===== config.mk =====
export PLATFORM = sky130hd
export DESIGN_NAME = segbank_regs
export DESIGN_NICKNAME = d
export VERILOG_FILES = /design/src/rtl/segbank_pkg.sv /design/src/rtl/segbank_wmask.sv /design/src/rtl/segbank_caps.sv /design/src/rtl/segbank_store.sv /design/src/rtl/segbank_readout.sv /design/src/rtl/segbank_regs.sv
export SDC_FILE = /design/constraint.sdc
export NUM_CORES = 1
export LEC_CHECK = 0
export ABC_CLOCK_PERIOD_IN_PS = 1730
export BUFFER_PORTS_ARGS = -buffer_cell sky130_fd_sc_hd__buf_2
export CAP_MARGIN = 30
export CELL_PAD_IN_SITES_DETAIL_PLACEMENT = 1
export CELL_PAD_IN_SITES_GLOBAL_PLACEMENT = 1
export CORE_MARGIN = 4
export CORE_UTILIZATION = 35
export CTS_CLUSTER_SIZE = 16
export DETAILED_ROUTE_END_ITERATION = 8
export GPL_TIMING_DRIVEN = 0
export PLACE_DENSITY = 0.8
export SLEW_MARGIN = 10
export SYNTH_ARGS = -nofsm -noshare
export SYNTH_HDL_FRONTEND = slang
export SYNTH_SLANG_ARGS = --single-unit
export TNS_END_PERCENT = 1

===== constraint.sdc =====
create_clock -name clk -period 1.73 [get_ports clk]
set_input_delay 0.519 -clock clk [delete_from_list [all_inputs] [get_ports clk]]
set_output_delay 0.519 -clock clk [all_outputs]
set_load 0.02 [all_outputs]

===== src/rtl/segbank_pkg.sv =====
package segbank_pkg;
  localparam int unsigned WORD_W = 32;
  localparam int unsigned SEL_W  = 2;
  localparam int unsigned MODE_W = 4;

  typedef enum logic [SEL_W-1:0] {
    REG_VALUE = 2'd0,
    REG_MODE  = 2'd1,
    REG_CAPS  = 2'd2,
    REG_IDENT = 2'd3
  } reg_sel_e;

  // mode bit positions (decoded by the display formatter)
  localparam int unsigned MB_LAMP  = 0;
  localparam int unsigned MB_DEC   = 1;
  localparam int unsigned MB_BLANK = 2;
  localparam int unsigned MB_SIGN  = 3;

  localparam logic [WORD_W-1:0] IDENT_WORD = 32'hF708_900C;
endpackage


===== src/rtl/segbank_wmask.sv =====
module segbank_wmask
  import segbank_pkg::*;
#(
  parameter bit HAS_DEC = 1'b1,
  parameter bit HAS_SGN = 1'b1,
  parameter bit HAS_BLK = 1'b1
) (
  output logic [MODE_W-1:0] wmask
);
  localparam logic [MODE_W-1:0] AVAIL = {HAS_SGN, HAS_BLK, HAS_DEC, 1'b1};

  for (genvar b = 0; b < MODE_W; b++) begin : g_bit
    if (AVAIL[b]) begin : g_on
      assign wmask[b] = 1'b1;
    end else begin : g_off
      assign wmask[b] = 1'b0;
    end
  end
endmodule


===== src/rtl/segbank_caps.sv =====
module segbank_caps
  import segbank_pkg::*;
#(
  parameter logic [7:0] IMPL_ID  = 8'd1,
  parameter logic [7:0] CORE_REV = 8'd0,
  parameter bit         LAMP_CFG = 1'b0,
  parameter bit         HAS_DEC  = 1'b1,
  parameter bit         HAS_SGN  = 1'b1,
  parameter bit         HAS_BLK  = 1'b1
) (
  output logic [WORD_W-1:0] caps_word
);
  localparam int unsigned PAD_W = WORD_W - 16 - 4;
  assign caps_word = {IMPL_ID, CORE_REV, {PAD_W{1'b0}},
                      LAMP_CFG, HAS_BLK, HAS_SGN, HAS_DEC};
endmodule


===== src/rtl/segbank_store.sv =====
module segbank_store
  import segbank_pkg::*;
(
  input  logic              clk,
  input  logic              rst_n,
  input  logic              wr_value,
  input  logic              wr_mode,
  input  logic [WORD_W-1:0] wdata,
  input  logic [MODE_W-1:0] wmask,
  output logic [WORD_W-1:0] value_q,
  output logic [MODE_W-1:0] mode_q
);
  always_ff @(posedge clk) begin
    if (!rst_n) begin
      value_q <= '0;
      mode_q  <= '0;
    end else begin
      if (wr_value) value_q <= wdata;
      if (wr_mode)  mode_q  <= wdata[MODE_W-1:0] & wmask;
    end
  end

  assert_rst_clear_R1: assert property (@(posedge clk)
    !rst_n |=> (value_q == '0 && mode_q == '0));

  assert_mode_hold_R3: assert property (@(posedge clk) disable iff (!rst_n)
    !wr_mode |=> $stable(mode_q));

  assert_gate_R10: assert property (@(posedge clk) disable iff (!rst_n)
    (mode_q & ~wmask) == '0);
endmodule


===== src/rtl/segbank_readout.sv =====
module segbank_readout
  import segbank_pkg::*;
(
  input  logic              clk,
  input  logic              rst_n,
  input  logic              rd,
  input  logic [SEL_W-1:0]  sel,
  input  logic [WORD_W-1:0] value_q,
  input  logic [MODE_W-1:0] mode_q,
  input  logic [WORD_W-1:0] caps_word,
  output logic [WORD_W-1:0] rdata
);
  logic [WORD_W-1:0] pick;

  always_comb begin
    case (sel)
      REG_VALUE: pick = value_q;
      REG_MODE:  pick = {{(WORD_W-MODE_W){1'b0}}, mode_q};
      REG_CAPS:  pick = caps_word;
      default:   pick = IDENT_WORD;
    endcase
  end

  always_ff @(posedge clk) begin
    if (!rst_n)   rdata <= '0;
    else if (rd)  rdata <= pick;
    else          rdata <= '0;
  end

  assert_idle_zero_R7: assert property (@(posedge clk) disable iff (!rst_n)
    !rd |=> rdata == '0);

  assert_ident_R5: assert property (@(posedge clk) disable iff (!rst_n)
    (rd && sel == REG_IDENT) |=> rdata == IDENT_WORD);
endmodule


===== src/rtl/segbank_regs.sv =====
module segbank_regs
  import segbank_pkg::*;
#(
  parameter logic [7:0] IMPL_ID  = 8'd1,
  parameter logic [7:0] CORE_REV = 8'd0,
  parameter bit         LAMP_CFG = 1'b0,
  parameter bit         HAS_DEC  = 1'b1,
  parameter bit         HAS_SGN  = 1'b1,
  parameter bit         HAS_BLK  = 1'b1
) (
  input  logic        clk,
  input  logic        rst_n,
  input  logic [1:0]  bus_addr,
  input  logic        bus_rd,
  input  logic        bus_wr,
  input  logic [31:0] bus_wdata,
  output logic [31:0] bus_rdata,
  output logic [31:0] disp_value,
  output logic [3:0]  disp_mode
);
  logic [MODE_W-1:0] wmask;
  logic [WORD_W-1:0] caps_word;
  logic              wr_value, wr_mode;

  assign wr_value = bus_wr && (bus_addr == REG_VALUE);
  assign wr_mode  = bus_wr && (bus_addr == REG_MODE);

  segbank_wmask #(.HAS_DEC(HAS_DEC), .HAS_SGN(HAS_SGN), .HAS_BLK(HAS_BLK))
    u_wmask (.wmask(wmask));

  segbank_caps #(.IMPL_ID(IMPL_ID), .CORE_REV(CORE_REV), .LAMP_CFG(LAMP_CFG),
                 .HAS_DEC(HAS_DEC), .HAS_SGN(HAS_SGN), .HAS_BLK(HAS_BLK))
    u_caps (.caps_word(caps_word));

  segbank_store u_store (
    .clk(clk), .rst_n(rst_n), .wr_value(wr_value), .wr_mode(wr_mode),
    .wdata(bus_wdata), .wmask(wmask), .value_q(disp_value), .mode_q(disp_mode));

  segbank_readout u_readout (
    .clk(clk), .rst_n(rst_n), .rd(bus_rd), .sel(bus_addr),
    .value_q(disp_value), .mode_q(disp_mode), .caps_word(caps_word),
    .rdata(bus_rdata));

  assert_ro_no_write_R6: assert property (@(posedge clk) disable iff (!rst_n)
    (bus_wr && bus_addr[1]) |=> ($stable(disp_value) && $stable(disp_mode)));

  assert_rw_old_R8: assert property (@(posedge clk) disable iff (!rst_n)
    (bus_rd && bus_wr && bus_addr == REG_VALUE) |=> bus_rdata == $past(disp_value));
endmodule


* Word-level counts from Yosys, hierarchy flattened
Index checks and enable logic that the tools add are counted. W data, S select, Z words.
Storage, ports and cells: output and inout port bits 68, register bits 68
Cells by class: eq/ne operators 2, reductions and logical operators 4, multiplexer cells 1
Operators with widths (count):
- $pmux W32 S3 | 1
- $eq A2 B1 Y1 const B | 1
- $eq A2 B2 Y1 const B | 1
- $logic_and A1 B1 Y1 | 2
- $logic_not A2 Y1 | 1
- $reduce_and A2 Y1 | 1

* Longest topological paths before layout
depth after elaboration 2, depth in mapped cells 7, mapped depth without buffers 4

* Modules after synthesis
Synthesis repeated with hierarchy kept, for this count alone.
Unflattened totals: cell total of the unflattened synthesis 286, area total of the unflattened synthesis 2950.3 sq um
By module, submodules not included:
- segbank_store | cells each 120, sequential area each 720.7 sq um, instances 1, area each 1398.8 sq um
- segbank_readout | cells each 125, sequential area each 640.6 sq um, instances 1, area each 1248.7 sq um
- segbank_caps | cells each 34, sequential area each 0.0 sq um, instances 1, area each 247.7 sq um
- segbank_wmask | cells each 5, sequential area each 0.0 sq um, instances 1, area each 33.8 sq um
- segbank_regs | cells each 2, sequential area each 0.0 sq um, instances 1, area each 21.3 sq um

* Least setup slack after synthesis
Ideal clock, no wire load.
path kind input -> register, start point input port bus_addr[0], end point register u_readout.rdata[11], buffers on the path 3, path slack 0.236 ns, arrival 1.380 ns, cell stages on the path 7, library setup time 0.115 ns, data required time 1.615 ns, cell sequence inv_1 ha_1 buf_6 and3_1 buf_6 buf_6 and2_1
On the way: cells in the longest elaborated chain, start to end 2, elaborated cells on any way between the ends 4
RTL lines:
- start, declared | line segbank_regs.sv:13 | input logic [1:0] bus_addr,
- $eq A2 B2 Y1 (tied with other cells) | line segbank_readout.sv:16 | case (sel)
- $pmux W32 S3 * | line segbank_readout.sv:16
- end signal, assigned | line segbank_readout.sv:26 | else if (rd) rdata <= pick;
- end, declared | line segbank_readout.sv:11 | output logic [WORD_W-1:0] rdata
Mark *: on every way between the ends. The rest lies on a longest branch, timed or not. A chain may end at the register's enable or synchronous reset.

* Worst setup path in the final report
start point register u_store.value_q[18], end point output port disp_value[18]
RTL lines:
- start, declared | line segbank_store.sv:10 | output logic [WORD_W-1:0] value_q,
- start signal, assigned | line segbank_store.sv:18 | if (wr_value) value_q <= wdata;
- end, declared | line segbank_regs.sv:18 | output logic [31:0] disp_value,
No word-level cell between the ends.

==> metrics <==
Rel. slew slack=0.683; Final Instance Area=between 3000 and 4000 µm²; post-cts sizing count=0; Critical Path Fanout Max=3; Port-buffer cells=approximately 100; DR vias=between 2k and 2.5k; mean area per synthesized cell=10.1 µm²; # rows=31; Total Nets Final=approximately 420; CP max-delay cell=dfxtp_1; Critical Path RT=~1.2 ns; met2 WL=~3700 µm; CTS sink count=a little under 70; non-filler cells, final=~480; worst-skew pair later-pin latency=roughly 0.34 ns; status=completed; Die Area=around 8900 µm²; type of the worst setup path=reg2out; initial antenna violation count=0; synth cell count leaders=dfxtp_1 (68), a21oi_1 (37), nand3_1 (36); final setup violation count=0; WL/cell=roughly 16 µm; DRT Wirelength=slightly below 8000 µm; hold crit path type=in2reg; Post-synth EDFFs=0; Clock transition at path regs=around 0.08 ns; CP cell instances=buf_2; Min Hold Slack=~0.42 ns; post-synthesis sequential element count=68; Netlist Area Pre-Place=about 2600 µm²; Ports=106; Critical Path AT=~0.9 ns; worst-margin pin slew=0.475 ns; Final ANT Viol Nets=0; final worst path period share=0.820; largest net degree at the start of global routing=13; DR WL met3=596 µm; Die Span X=~94 µm; Routability Congestion=about 0.74; CTS tree=done; WL met1=about 3200 µm; residual DRC count=0; Num CTS Buffers=9; crit path launch type=flop; sequential fraction of the synthesis area=0.521; Synth area leaders=dfxtp_1 (52%), a21bo_2 (7.7%), a21oi_1 (7.1%); Max stage delay on crit path=0.37 ns; ys async rst share=0; total track usage=0.176; Setup crit end kind=output port; vias in the first global route=2321; H-tree levels=3; share of layout cells above drive strength 1=0.430; Slew Viols, Final=0; Synth Flop Type=dfxtp_1; Starting Density=0.360; cts hold-fix bufs=0; clk_skew=around 0.0043 ns; Overflow after GRT=0; Ant. Diodes=0; Pwr Density=999 nW/µm²; root cell of the clock tree=clkbuf_8; area of the core=roughly 7300 µm²; clock buffer depth=2; vias per cell=slightly below 5; area leader, netlist=dfxtp_1; FILL cells=just under 900; die height=around 94 µm; Post-DP Area=around 3300 µm²; Synth top area share=0.521; final hold violation count=0; CP delay by family, top=flip-flops; leakage power=0.00166 µW; DPL Wire Length=approximately 5600 µm; peak supply drop=0.000352 V; Post CTS Setup Buffer Count=0; DR top layer=met4; fmax=just over 700 MHz; Layout area overhead=33.3%; top-count cell post-synth=dfxtp_1; DR pass1 iterations=4; first-pass GRT wire length=roughly 12000 µm; RSZ-0062 raised after global routing=no; synth unique cells=20; setup_tns=0 ns; Synthesized Nets=roughly 300; Placed Cells incl. Taps=between 400 and 500; Util after Layout=0.480; number of buffers and inverters on the critical path=1; Tmin final=~1.4 ns; YS warnings=0; Syn Inst Count=259; Initial DRC Count=36; Reg2Reg Setup Slack=0.91 ns; Max Cap Violations=0
registers in the layout (all words and copies together) (netlist names):
signal / count
u_readout.rdata: 32
u_store.value_q: 32
u_store.mode_q: 4
cells in the final DEF (no fill, tap or decap):
| master | netlist | final |
|---|---|---|
| a21oi_1 | 37 | 37 |
| bufinv_16 | 0 | 2 |
| buf_6 | 7 | 7 |
| clkinv_2 | 0 | 2 |
| and2_1 | 18 | 18 |
| a31oi_1 | 1 | 1 |
| nor2b_1 | 10 | 10 |
| clkinv_4 | 0 | 2 |
| nor3_1 | 11 | 11 |
| buf_2 | 12 | 116 |
| dfxtp_1 | 68 | 68 |
| buf_4 | 3 | 3 |
| nand3_1 | 36 | 36 |
| a21bo_1 | 16 | 16 |
| nor2_1 | 2 | 2 |
| clkbuf_1 | 3 | 3 |
| clkbuf_8 | 0 | 10 |
| inv_1 | 2 | 2 |
| a221oi_1 | 3 | 3 |
| ha_1 | 4 | 4 |
| and3_1 | 1 | 1 |
| nand2_1 | 4 | 4 |
| inv_2 | 1 | 1 |
| a21bo_2 | 20 | 20 |
metal layers:
metal  up-vias  global-route usage
met4         0              0.0734
met2        76               0.301
met5         -                   0
met1      1089               0.205
li1       1124                   -
met3        12              0.0494
metrics by stage:
stage          power, µW  setup WS (ns)
6_report            3480          0.312
5_1_grt             3630          0.255
4_1_cts             3520          0.295
3_5_place_dp        2040         0.0176
3_3_place_gp        2030         0.0477
2_1_floorplan       1890          0.236
area by class of cell:
class,count,area [µm²],area share
Timing Repair Buffer,104,520,0.149
Tap cell,99,124,0.0356
Inverter,3,11.3,0.00323
Clock inverter,6,87.6,0.0252
Buffer,25,173,0.0496
Clock buffer,10,138,0.0395
Sequential cell,68,1360,0.391
Multi-Input combinational cell,163,1070,0.307
final timing paths:
path | start | endpoint | depth (start not counted)
worst max-delay path | u_store.value_q[18] | disp_value[18] | 1
worst min-delay path | bus_wdata[28] | u_store.value_q[28] | 3
worst max register to register | u_store.value_q[1] | u_readout.rdata[1] | 2
worst min register to register | u_store.value_q[23] | u_readout.rdata[23] | 1
worst reg2reg max path: stages (launching register included):
cell and delay [ns]:
dfxtp_1 0.34, a221oi_1 0.28, nor3_1 0.09
logic make-up after synthesis:
| family | after synthesis | synth area share |
|---|---|---|
| and+or+nand+nor | 82 | 0.168 |
| AOI/OAI and AO/OA | 77 | 0.221 |
| adders and majority gates | 4 | 0.0192 |
| buffers and inverters | 28 | 0.0704 |
| DFF | 68 | 0.521 |
power by group:
| part | internal (µW) | switching (µW) |
|---|---|---|
| sequential | 1610 | 23.6 |
| combinational | 146 | 224 |
| clock | 851 | 627 |
| total | 2610 | 874 |
Power figures use the tool's default switching activity.
